===== src/rtl/cfg3w_pkg.sv =====
// Shared constants for the three-wire configuration port.
// Assumes an 8-bit frame made of a 2-bit address and a 6-bit payload.
package cfg3w_pkg;
    localparam int ADDR_W  = 2;
    localparam int DATA_W  = 6;
    localparam int FRAME_W = ADDR_W + DATA_W;
    localparam int NREGS   = 1 << ADDR_W;
    localparam int NCH     = 3;
    localparam int SRC_W   = 2;

    typedef enum logic [ADDR_W-1:0] {
        REG_PWR  = 2'd0,
        REG_CHAN = 2'd1,
        REG_TEST = 2'd2,
        REG_CORR = 2'd3
    } reg_sel_e;

    localparam logic [1:0] ROT_SHORT = 2'b11;

    localparam logic [NREGS-1:0][DATA_W-1:0] RESET_IMAGE = {
        6'h18,   // correlator
        6'h10,   // test
        6'h00,   // channel
        6'h0F    // power
    };
endpackage


===== src/rtl/cfg3w_sync.sv =====
// Multi-stage synchronizer for asynchronous serial pins.
// Assumes inputs change slowly relative to clk; resets to zero (idle low).
module cfg3w_sync #(
    parameter int W     = 3,
    parameter int DEPTH = 2
) (
    input  logic         clk,
    input  logic         rst_n,
    input  logic [W-1:0] din,
    output logic [W-1:0] dout
);
    logic [DEPTH-1:0][W-1:0] stage;

    // Shift the pin values through DEPTH flops
    always_ff @(posedge clk) begin
        if (!rst_n) begin
            stage <= '0;
        end else begin
            stage[0] <= din;
            for (int k = 1; k < DEPTH; k++) begin
                stage[k] <= stage[k-1];
            end
        end
    end

    assign dout = stage[DEPTH-1];
endmodule


===== src/rtl/cfg3w_frame_rx.sv =====
// Frame receiver: counts rising bit-clock edges while select is high,
// shifts data in LSB first and issues a one-cycle write on select fall
// when exactly FRAME_W bits were captured.
// Assumes synchronized inputs and bit-clock phases of two clocks or more.
module cfg3w_frame_rx
    import cfg3w_pkg::*;
(
    input  logic              clk,
    input  logic              rst_n,
    input  logic              cs,
    input  logic              sck,
    input  logic              sd,
    output logic              wr_vld,
    output logic [ADDR_W-1:0] wr_addr,
    output logic [DATA_W-1:0] wr_data
);
    localparam int CNT_W = $clog2(FRAME_W + 2);
    localparam logic [CNT_W-1:0] CNT_FULL = CNT_W'(FRAME_W);
    localparam logic [CNT_W-1:0] CNT_OVF  = CNT_W'(FRAME_W + 1);

    logic               cs_d, sck_d;
    logic [CNT_W-1:0]   cnt;
    logic [FRAME_W-1:0] shreg;
    logic               cs_rise, cs_fall, sck_rise;

    assign cs_rise  = cs & ~cs_d;
    assign cs_fall  = ~cs & cs_d;
    assign sck_rise = sck & ~sck_d;

    // Edge history, bit capture, counting and commit pulse
    always_ff @(posedge clk) begin
        if (!rst_n) begin
            cs_d    <= 1'b0;
            sck_d   <= 1'b0;
            cnt     <= '0;
            shreg   <= '0;
            wr_vld  <= 1'b0;
            wr_addr <= '0;
            wr_data <= '0;
        end else begin
            cs_d   <= cs;
            sck_d  <= sck;
            wr_vld <= 1'b0;
            if (cs_rise) begin
                cnt <= '0;
            end else if (cs && sck_rise) begin
                shreg <= {sd, shreg[FRAME_W-1:1]};
                if (cnt != CNT_OVF) cnt <= cnt + 1'b1;
            end
            if (cs_fall && cnt == CNT_FULL) begin
                wr_vld  <= 1'b1;
                wr_addr <= shreg[ADDR_W-1:0];
                wr_data <= shreg[FRAME_W-1:ADDR_W];
            end
        end
    end


    // cnt_bound_chk
    cnt_bound_chk: assert property (@(posedge clk) disable iff (!rst_n)
        cnt <= CNT_OVF);


    wr_pulse_chk: assert property (@(posedge clk) disable iff (!rst_n)
        wr_vld |=> !wr_vld);


    wr_cs_low_chk: assert property (@(posedge clk) disable iff (!rst_n)
        wr_vld |-> !cs);


    sck_ignored_chk: assert property (@(posedge clk) disable iff (!rst_n)
        !cs |=> $stable(cnt));
endmodule


===== src/rtl/cfg3w_regfile.sv =====
// Four configuration registers with per-register reset values.
// Assumes a single-cycle write strobe from the frame receiver.
module cfg3w_regfile
    import cfg3w_pkg::*;
#(
    parameter logic [NREGS-1:0][DATA_W-1:0] RST_VAL = RESET_IMAGE
) (
    input  logic                          clk,
    input  logic                          rst_n,
    input  logic                          wr_vld,
    input  logic [ADDR_W-1:0]             wr_addr,
    input  logic [DATA_W-1:0]             wr_data,
    output logic [NREGS-1:0][DATA_W-1:0]  regs
);
    logic [NREGS-1:0] we;

    for (genvar r = 0; r < NREGS; r++) begin : g_reg
        assign we[r] = wr_vld && (wr_addr == ADDR_W'(r));

        // Hold or load one register
        always_ff @(posedge clk) begin
            if (!rst_n)     regs[r] <= RST_VAL[r];
            else if (we[r]) regs[r] <= wr_data;
        end
    end


    one_target_chk: assert property (@(posedge clk) disable iff (!rst_n)
        $onehot0(we));


    hold_chk: assert property (@(posedge clk) disable iff (!rst_n)
        !wr_vld |=> $stable(regs));
endmodule


===== src/rtl/cfg3w_rot_map.sv =====
// Rotator decode: cyclic antenna-to-channel mapping, or all-short.
// Assumes NCH fits in 2**IW source codes.
module cfg3w_rot_map
    import cfg3w_pkg::*;
#(
    parameter int N  = NCH,
    parameter int IW = SRC_W
) (
    input  logic                 clk,
    input  logic                 rst_n,
    input  logic [1:0]           mode,
    output logic [N-1:0][IW-1:0] src,
    output logic                 short_o
);
    logic [(1<<IW)-1:0] mask;

    assign short_o = (mode == ROT_SHORT);

    for (genvar ch = 0; ch < N; ch++) begin : g_ch
        // Source index for one channel
        always_comb begin
            int sum;
            sum = ch + int'(mode);
            if (short_o)      src[ch] = IW'(ch);
            else if (sum >= N) src[ch] = IW'(sum - N);
            else              src[ch] = IW'(sum);
        end
    end

    // Collect which sources are in use
    always_comb begin
        mask = '0;
        for (int ch = 0; ch < N; ch++) mask[src[ch]] = 1'b1;
    end


    rot_perm_chk: assert property (@(posedge clk) disable iff (!rst_n)
        $countones(mask) == N);


    rot_range_chk: assert property (@(posedge clk) disable iff (!rst_n)
        (mask >> N) == '0);
endmodule


===== src/rtl/cfg3w_port.sv =====
// Top of the three-wire configuration port: synchronizer, frame
// receiver, register file and field decode.
// Assumes system clock at least four times the serial bit clock.
module cfg3w_port
    import cfg3w_pkg::*;
(
    input  logic       clk,
    input  logic       rst_n,
    input  logic       sel_in,
    input  logic       sclk_in,
    input  logic       sdat_in,
    output logic [2:0] ch_en,
    output logic       reg_en,
    output logic [1:0] rot_mode,
    output logic [5:0] rot_src,
    output logic       rot_short,
    output logic [1:0] rssi_sel,
    output logic [1:0] rssi_mode,
    output logic       atten_on,
    output logic       wake_clr,
    output logic       test_en,
    output logic [1:0] test_sel,
    output logic       test_aux,
    output logic       step_hi,
    output logic       wakegen_en,
    output logic       corr_off,
    output logic       corr_double,
    output logic [1:0] corr_halfbit,
    output logic       corr_tc,
    output logic       corr_aux
);
    logic [2:0]                       pins_s;
    logic                             wr_vld;
    logic [ADDR_W-1:0]                wr_addr;
    logic [DATA_W-1:0]                wr_data;
    logic [NREGS-1:0][DATA_W-1:0]     regs;
    logic [NCH-1:0][SRC_W-1:0]        src;

    cfg3w_sync #(.W(3), .DEPTH(2)) u_sync (
        .clk  (clk),
        .rst_n(rst_n),
        .din  ({sel_in, sclk_in, sdat_in}),
        .dout (pins_s)
    );

    cfg3w_frame_rx u_rx (
        .clk    (clk),
        .rst_n  (rst_n),
        .cs     (pins_s[2]),
        .sck    (pins_s[1]),
        .sd     (pins_s[0]),
        .wr_vld (wr_vld),
        .wr_addr(wr_addr),
        .wr_data(wr_data)
    );

    cfg3w_regfile u_regs (
        .clk    (clk),
        .rst_n  (rst_n),
        .wr_vld (wr_vld),
        .wr_addr(wr_addr),
        .wr_data(wr_data),
        .regs   (regs)
    );

    cfg3w_rot_map u_rot (
        .clk    (clk),
        .rst_n  (rst_n),
        .mode   (regs[REG_PWR][5:4]),
        .src    (src),
        .short_o(rot_short)
    );

    assign rot_src = src;

    // Field decode of the four registers
    assign ch_en        = regs[REG_PWR][2:0];
    assign reg_en       = regs[REG_PWR][3];
    assign rot_mode     = regs[REG_PWR][5:4];
    assign rssi_sel     = regs[REG_CHAN][1:0];
    assign rssi_mode    = regs[REG_CHAN][3:2];
    assign atten_on     = regs[REG_CHAN][4];
    assign wake_clr     = regs[REG_CHAN][5];
    assign test_en      = regs[REG_TEST][0];
    assign test_sel     = regs[REG_TEST][2:1];
    assign test_aux     = regs[REG_TEST][3];
    assign step_hi      = regs[REG_TEST][4];
    assign wakegen_en   = regs[REG_TEST][5];
    assign corr_off     = regs[REG_CORR][0];
    assign corr_double  = regs[REG_CORR][1];
    assign corr_halfbit = regs[REG_CORR][3:2];
    assign corr_tc      = regs[REG_CORR][4];
    assign corr_aux     = regs[REG_CORR][5];
endmodule


===== config.mk =====
export PLATFORM = sky130hd
export DESIGN_NAME = cfg3w_port
export DESIGN_NICKNAME = d
export VERILOG_FILES = /design/src/rtl/cfg3w_pkg.sv /design/src/rtl/cfg3w_sync.sv /design/src/rtl/cfg3w_frame_rx.sv /design/src/rtl/cfg3w_regfile.sv /design/src/rtl/cfg3w_rot_map.sv /design/src/rtl/cfg3w_port.sv
export SDC_FILE = /design/constraint.sdc
export NUM_CORES = 1
export LEC_CHECK = 0
export CAP_MARGIN = 20
export CORE_ASPECT_RATIO = 1.1
export CORE_MARGIN = 4
export CORE_UTILIZATION = 55
export CTS_CLUSTER_SIZE = 14
export DETAILED_ROUTE_END_ITERATION = 6
export GPL_TIMING_DRIVEN = 0
export PLACE_DENSITY = 0.94
export SYNTH_ARGS = -nofsm -noshare
export SYNTH_HDL_FRONTEND = slang
export SYNTH_SLANG_ARGS = --single-unit

===== constraint.sdc =====
create_clock -name clk -period 2.2 [get_ports clk]
set_input_delay 0.22 -clock clk [delete_from_list [all_inputs] [get_ports clk]]
set_output_delay 0.22 -clock clk [all_outputs]
set_load 0.01 [all_outputs]

Yosys cells after proc, flatten, opt, wreduce, memory -nomap -nowiden
Index checks and enable logic that the tools add are counted.
{"block": "totals", "out_inout_bits": 31, "register_bits": 53, "inputBits": 5, "word_cells": 53}
{"block": "classes", "n_eq_ne": 6, "magnitude_cmp": 3, "bitwise_logic": 8, "n_addsub": 6, "n_reduce_logical": 10, "mux": 7}
{"operator": "$mux W2", "n": 6}
{"operator": "$eq A2 B2 Y1 const B", "n": 3}
{"operator": "$ge A3 B2 Y1 const B", "n": 2}
{"operator": "$logic_and A1 B1 Y1", "n": 6}
{"operator": "$not A1 Y1", "n": 5}
{"operator": "$add A4 B1 Y4 const B", "n": 1}
{"operator": "$eq A4 B4 Y1 const B", "n": 1}
{"operator": "$ne A4 B4 Y1 const B", "n": 1}
{"operator": "$reduce_and A2 Y1", "n": 2}
{"operator": "$sub A2 B1 Y2 const B", "n": 2}
{"operator": "$add A1 B2 Y3 const A", "n": 1}
{"operator": "$add A2 B2 Y3 const A", "n": 1}
{"operator": "$and A1 B1 Y1", "n": 3}
{"operator": "$eq A2 B1 Y1 const B", "n": 1}
{"operator": "$ge A2 B2 Y1 const B", "n": 1}
{"operator": "$logic_not A2 Y1", "n": 1}
{"operator": "$reduce_or A2 Y1", "n": 1}
{"operator": "$sub A2 B2 Y2 const B", "n": 1}
{"operator": "$mux W1", "n": 1}

Depth between registers and ports, before layout
{"block": "logic_depth", "word_depth": 4, "depth_mapped": 5, "mapped_depth_nobuf": 5}

Modules after synthesis
From an unflattened synthesis, not the netlist that was laid out.
{"block": "hier_totals", "hier_cells": 205, "area_unflattened_um2": 2167.1}
{"mod": "cfg3w_regfile", "n_inst": 1, "area_each_um2": 999.7, "cells_per_inst": 95, "seq_area_each_um2": 480.5}
{"mod": "cfg3w_frame_rx", "n_inst": 1, "area_each_um2": 919.6, "cells_per_inst": 87, "seq_area_each_um2": 460.4}
{"mod": "cfg3w_sync", "n_inst": 1, "area_each_um2": 180.2, "cells_per_inst": 15, "seq_area_each_um2": 120.1}
{"mod": "cfg3w_rot_map", "n_inst": 1, "area_each_um2": 67.6, "cells_per_inst": 8, "seq_area_each_um2": 0.0}

Worst setup path after synthesis
No wires, ideal clock.
{"block": "synth_path", "kind": "register -> output", "startpoint": "register u_regs.regs[4] (netlist name)", "endpoint": "output rot_src[5]", "arrival_time_ns": 0.966, "required_ns": 1.980, "stages_incl_launch_ff": 4, "path_buffers": 1, "slack_ns": 1.014, "cell_sequence": "dfxtp_1 inv_1 ha_1 buf_4"}
{"block": "synth_via", "elab_chain_cells": 4, "elab_cells_between_ends": 6, "classes_between": "add/sub: 2; order compare: 1; eq/ne: 1; mux: 2"}
{"item": "start, declared", "line": "cfg3w_regfile.sv:13", "rtl": "output logic [NREGS-1:0][DATA_W-1:0] regs"}
{"item": "start signal, assigned by index", "line": "cfg3w_regfile.sv:22", "rtl": "if (!rst_n) regs[r] <= RST_VAL[r];"}
{"item": "start signal, assigned by index", "line": "cfg3w_regfile.sv:23", "rtl": "else if (we[r]) regs[r] <= wr_data;"}
{"item": "$add A2 B2 Y3", "line": "cfg3w_rot_map.sv:23", "rtl": "sum = ch + int'(mode);"}
{"item": "$ge A3 B2 Y1 or $sub A2 B1 Y2 (tied branches)", "line": "cfg3w_rot_map.sv:25", "rtl": "else if (sum >= N) src[ch] = IW'(sum - N);"}
{"item": "$mux W2", "line": "cfg3w_rot_map.sv:25"}
{"item": "$mux W2 *", "line": "cfg3w_rot_map.sv:24", "rtl": "if (short_o) src[ch] = IW'(ch);"}
{"item": "end, declared", "line": "cfg3w_port.sv:15", "rtl": "output logic [5:0] rot_src,"}
Every way passes the cells marked *; elsewhere a longest branch is shown, timed or not.

Worst setup path in the final report
Same ends and word-level chain as after synthesis.

==> metrics.txt <==
Yosys top cell area share=between 50% and 60%; hold path depth=3; CTS clk-pin slew, worst paths=0.09 ns; area delta synth->final=24.37%; routed length per instance=between 10 and 15 um; most frequent cells in the layout=dfxtp_1, clkdlybuf4s50_1, mux2i_1, nand2_1, nor2b_1; area of the multi-input gates=929.6 um^2; largest net degree at the start of global routing=16; Slew HR=67.02%; GRT Overall Usage=between 10% and 20%; Setup Skew=0.007085 ns; die width=about 66 um; Setup WS post-layout=0.2849 ns; Iter 0 DRT Violations=40; number of global-route vias before repair=between 1000 and 1500; Max Root-Sink Buffers=2; ys flop type=dfxtp_1; die area=4809 um^2; IO Count=36; leakage=approximately 1.0 nW; PortBufs=34; Slew Limit Fails=0; Worst R2R Path Depth=5; Post-DRT Antenna Nets=0; placed cell area=roughly 2500 um^2; RSZ-0062 raised after global routing=no; Post-route DRC=0; Yosys top cell by area=dfxtp_1; Final TNS setup=0 ns; Synth area leaders=dfxtp_1, mux2i_1, nor2b_1; Cell Area, Synth=2069 um^2; synthesized area per cell=10.45 um^2; Core ar.=around 3600 um^2; commonest non-fill, non-tap cell in the layout=dfxtp_1; FP Rows=23; Mapped Cells=roughly 200; RR Startpoint=u_rx.cnt[0]; Die Ht=72.34 um; Tmin final=about 1.9 ns; # nets final=between 200 and 300; register area share after synthesis=between 50% and 60%; CTS Buf Count=5; endpoints failing setup=0; H-tree levels=2; Root Buffer=clkbuf_8; WL final=3.812 mm; Pre-antenna DRT Iters=4; Async S/R FF share, synth=0%; end of the worst hold path=u_rx.cnt[0]; DP HPWL=around 2.8 mm; Max VDD drop=440.7 uV; Fmax=roughly 520 MHz; CTS sink count=53; hold buffers post-CTS=0; nature of the critical path startpoint=flop; number of register bits inferred by synthesis=53; Hold Fails Final Rpt=0; Via Count=roughly 1500; first-pass GRT wire length=around 6.7 mm; hold crit path type=input pin to flop; worst slack at placement=~0.60 ns; reg2reg setup slack=between 0.8 and 0.9 ns; number of synthesis warnings=0; final period utilization=87.05%; Fillers=277; number of max-cap violations=0; fraction of layout cells with a size suffix above 1=7.917%; initial core utilization=~57%; Slew @ Worst Pin=between 0.4 and 0.5 ns; initial antenna violation count=0; TritonCTS clock tree=built; crit path DAT=approximately 1.7 ns; Power per Cell Area=615.7 nW/um^2; gpl congestion=between 0.7 and 0.8; register area=~1100 um^2; fin area=between 2000 and 3000 um^2; average via count per standard cell=5.193; Worst Path Max Fanout=5; syn_nets=between 200 and 250; clk_lat worst skew=approximately 0.30 ns; Critical Path RT=just under 2 ns; post-CTS setup buffers=0; total grt overflow=0; n_diodes=0; crit end category=primary output; hold wc startpoint=rst_n; worst reg2reg path endpoint=u_rx.wr_data[5]; Crit Path Category=flop to primary output; total power=1.585 mW; Post-synth EDFFs=0; Resize count post-CTS=0; Yosys cell types=27; status=completed
## cell type report
class,instances,area share [%]
buffer,12,2.333
clock buffer,7,3.743
clock inverter,1,0.1945
inverter,5,0.7292
multi-input combinational,128,36.12
sequential,53,41.23
tap,50,2.431
timing repair buffer,34,13.22
## cells in the mapped netlist, types with 2 or more instances
cell type and n:
and2_1 9, buf_2 3, buf_4 3, clkbuf_1 5, dfxtp_1 53, ha_1 6, inv_1 5, mux2i_1 32
nand2_1 24, nand3_1 13, nand3b_2 2, nand4b_1 2, nor2b_1 17, o2111ai_1 2, o21ai_0 8, o31ai_1 3
## worst max path at each step
| stage | cells past startpoint | startpoint | slack, ns | to |
|---|---|---|---|---|
| 2_1_floorplan | 3 | u_regs.regs[4] | 1.01 | rot_src[5] |
| 3_5_place_dp | 4 | u_regs.regs[4] | 0.60 | rot_src[5] |
| 4_1_cts | 4 | u_regs.regs[4] | 0.25 | rot_src[5] |
| 3_3_place_gp | 4 | u_regs.regs[4] | 0.64 | rot_src[5] |
| 5_1_grt | 4 | u_regs.regs[4] | 0.17 | rot_src[5] |
| 6_report | 4 | u_regs.regs[4] | 0.28 | rot_src[5] |
## logic make-up after synthesis
group / count (synthesis) / synth area share, %
and+or+nand+nor: 75 / 21.10
DFF: 53 / 51.27
muxes: 32 / 15.48
buffers and inverters: 17 / 3.809
AOI/OAI and AO/OA: 15 / 4.716
adders and majority gates: 6 / 3.627
## critical path, cell delays in order, from the launching register on
cell             delay (ns)
dfxtp_1                0.41
inv_1                  0.06
ha_1                   0.30
buf_4                  0.10
clkdlybuf4s50_1        0.52
## metrics by stage
stage               utilization (%)  hold WS (ns)  std cells
CTS                           70.98        0.2488        290
floorplan                         -        0.3473        198
detailed placement            68.19        0.4249        282
global route                  70.98        0.2801        290
finish                        70.98        0.2578        290
global placement              68.19        0.4144        282
## routing by layer
layer | vias to the layer above | global-route usage [%] | wire length [um]
met5 | - | 0 | 0
met4 | 0 | 7.449 | 76
met3 | 6 | 4.954 | 189
met2 | 40 | 30.76 | 1929
met1 | 708 | 21.48 | 1616
li1 | 752 | - | -
## where the power goes
group / internal [mW] / total, mW / switching, mW / leakage, nW
combinational: 0.0173 / 0.0406 / 0.0233 / 0.562
clock: 0.284 / 0.577 / 0.292 / 0.0542
sequential: 0.964 / 0.967 / 0.00260 / 0.428
total: 1.27 / 1.58 / 0.318 / 1.05
## state kept, by name, indices dropped and copies added (netlist names)
| signal | flops |
|---|---|
| u_rx.cs_d | 1 |
| u_rx.shreg | 8 |
| u_rx.wr_addr | 2 |
| u_sync.stage | 3 |
| u_rx.sck_d | 1 |
| u_rx.wr_data | 6 |
| u_rx.cnt | 4 |
| u_rx.wr_vld | 1 |
| u_regs.regs | 24 |
| u_sync.dout | 3 |
(Power assumes the default switching activity.)
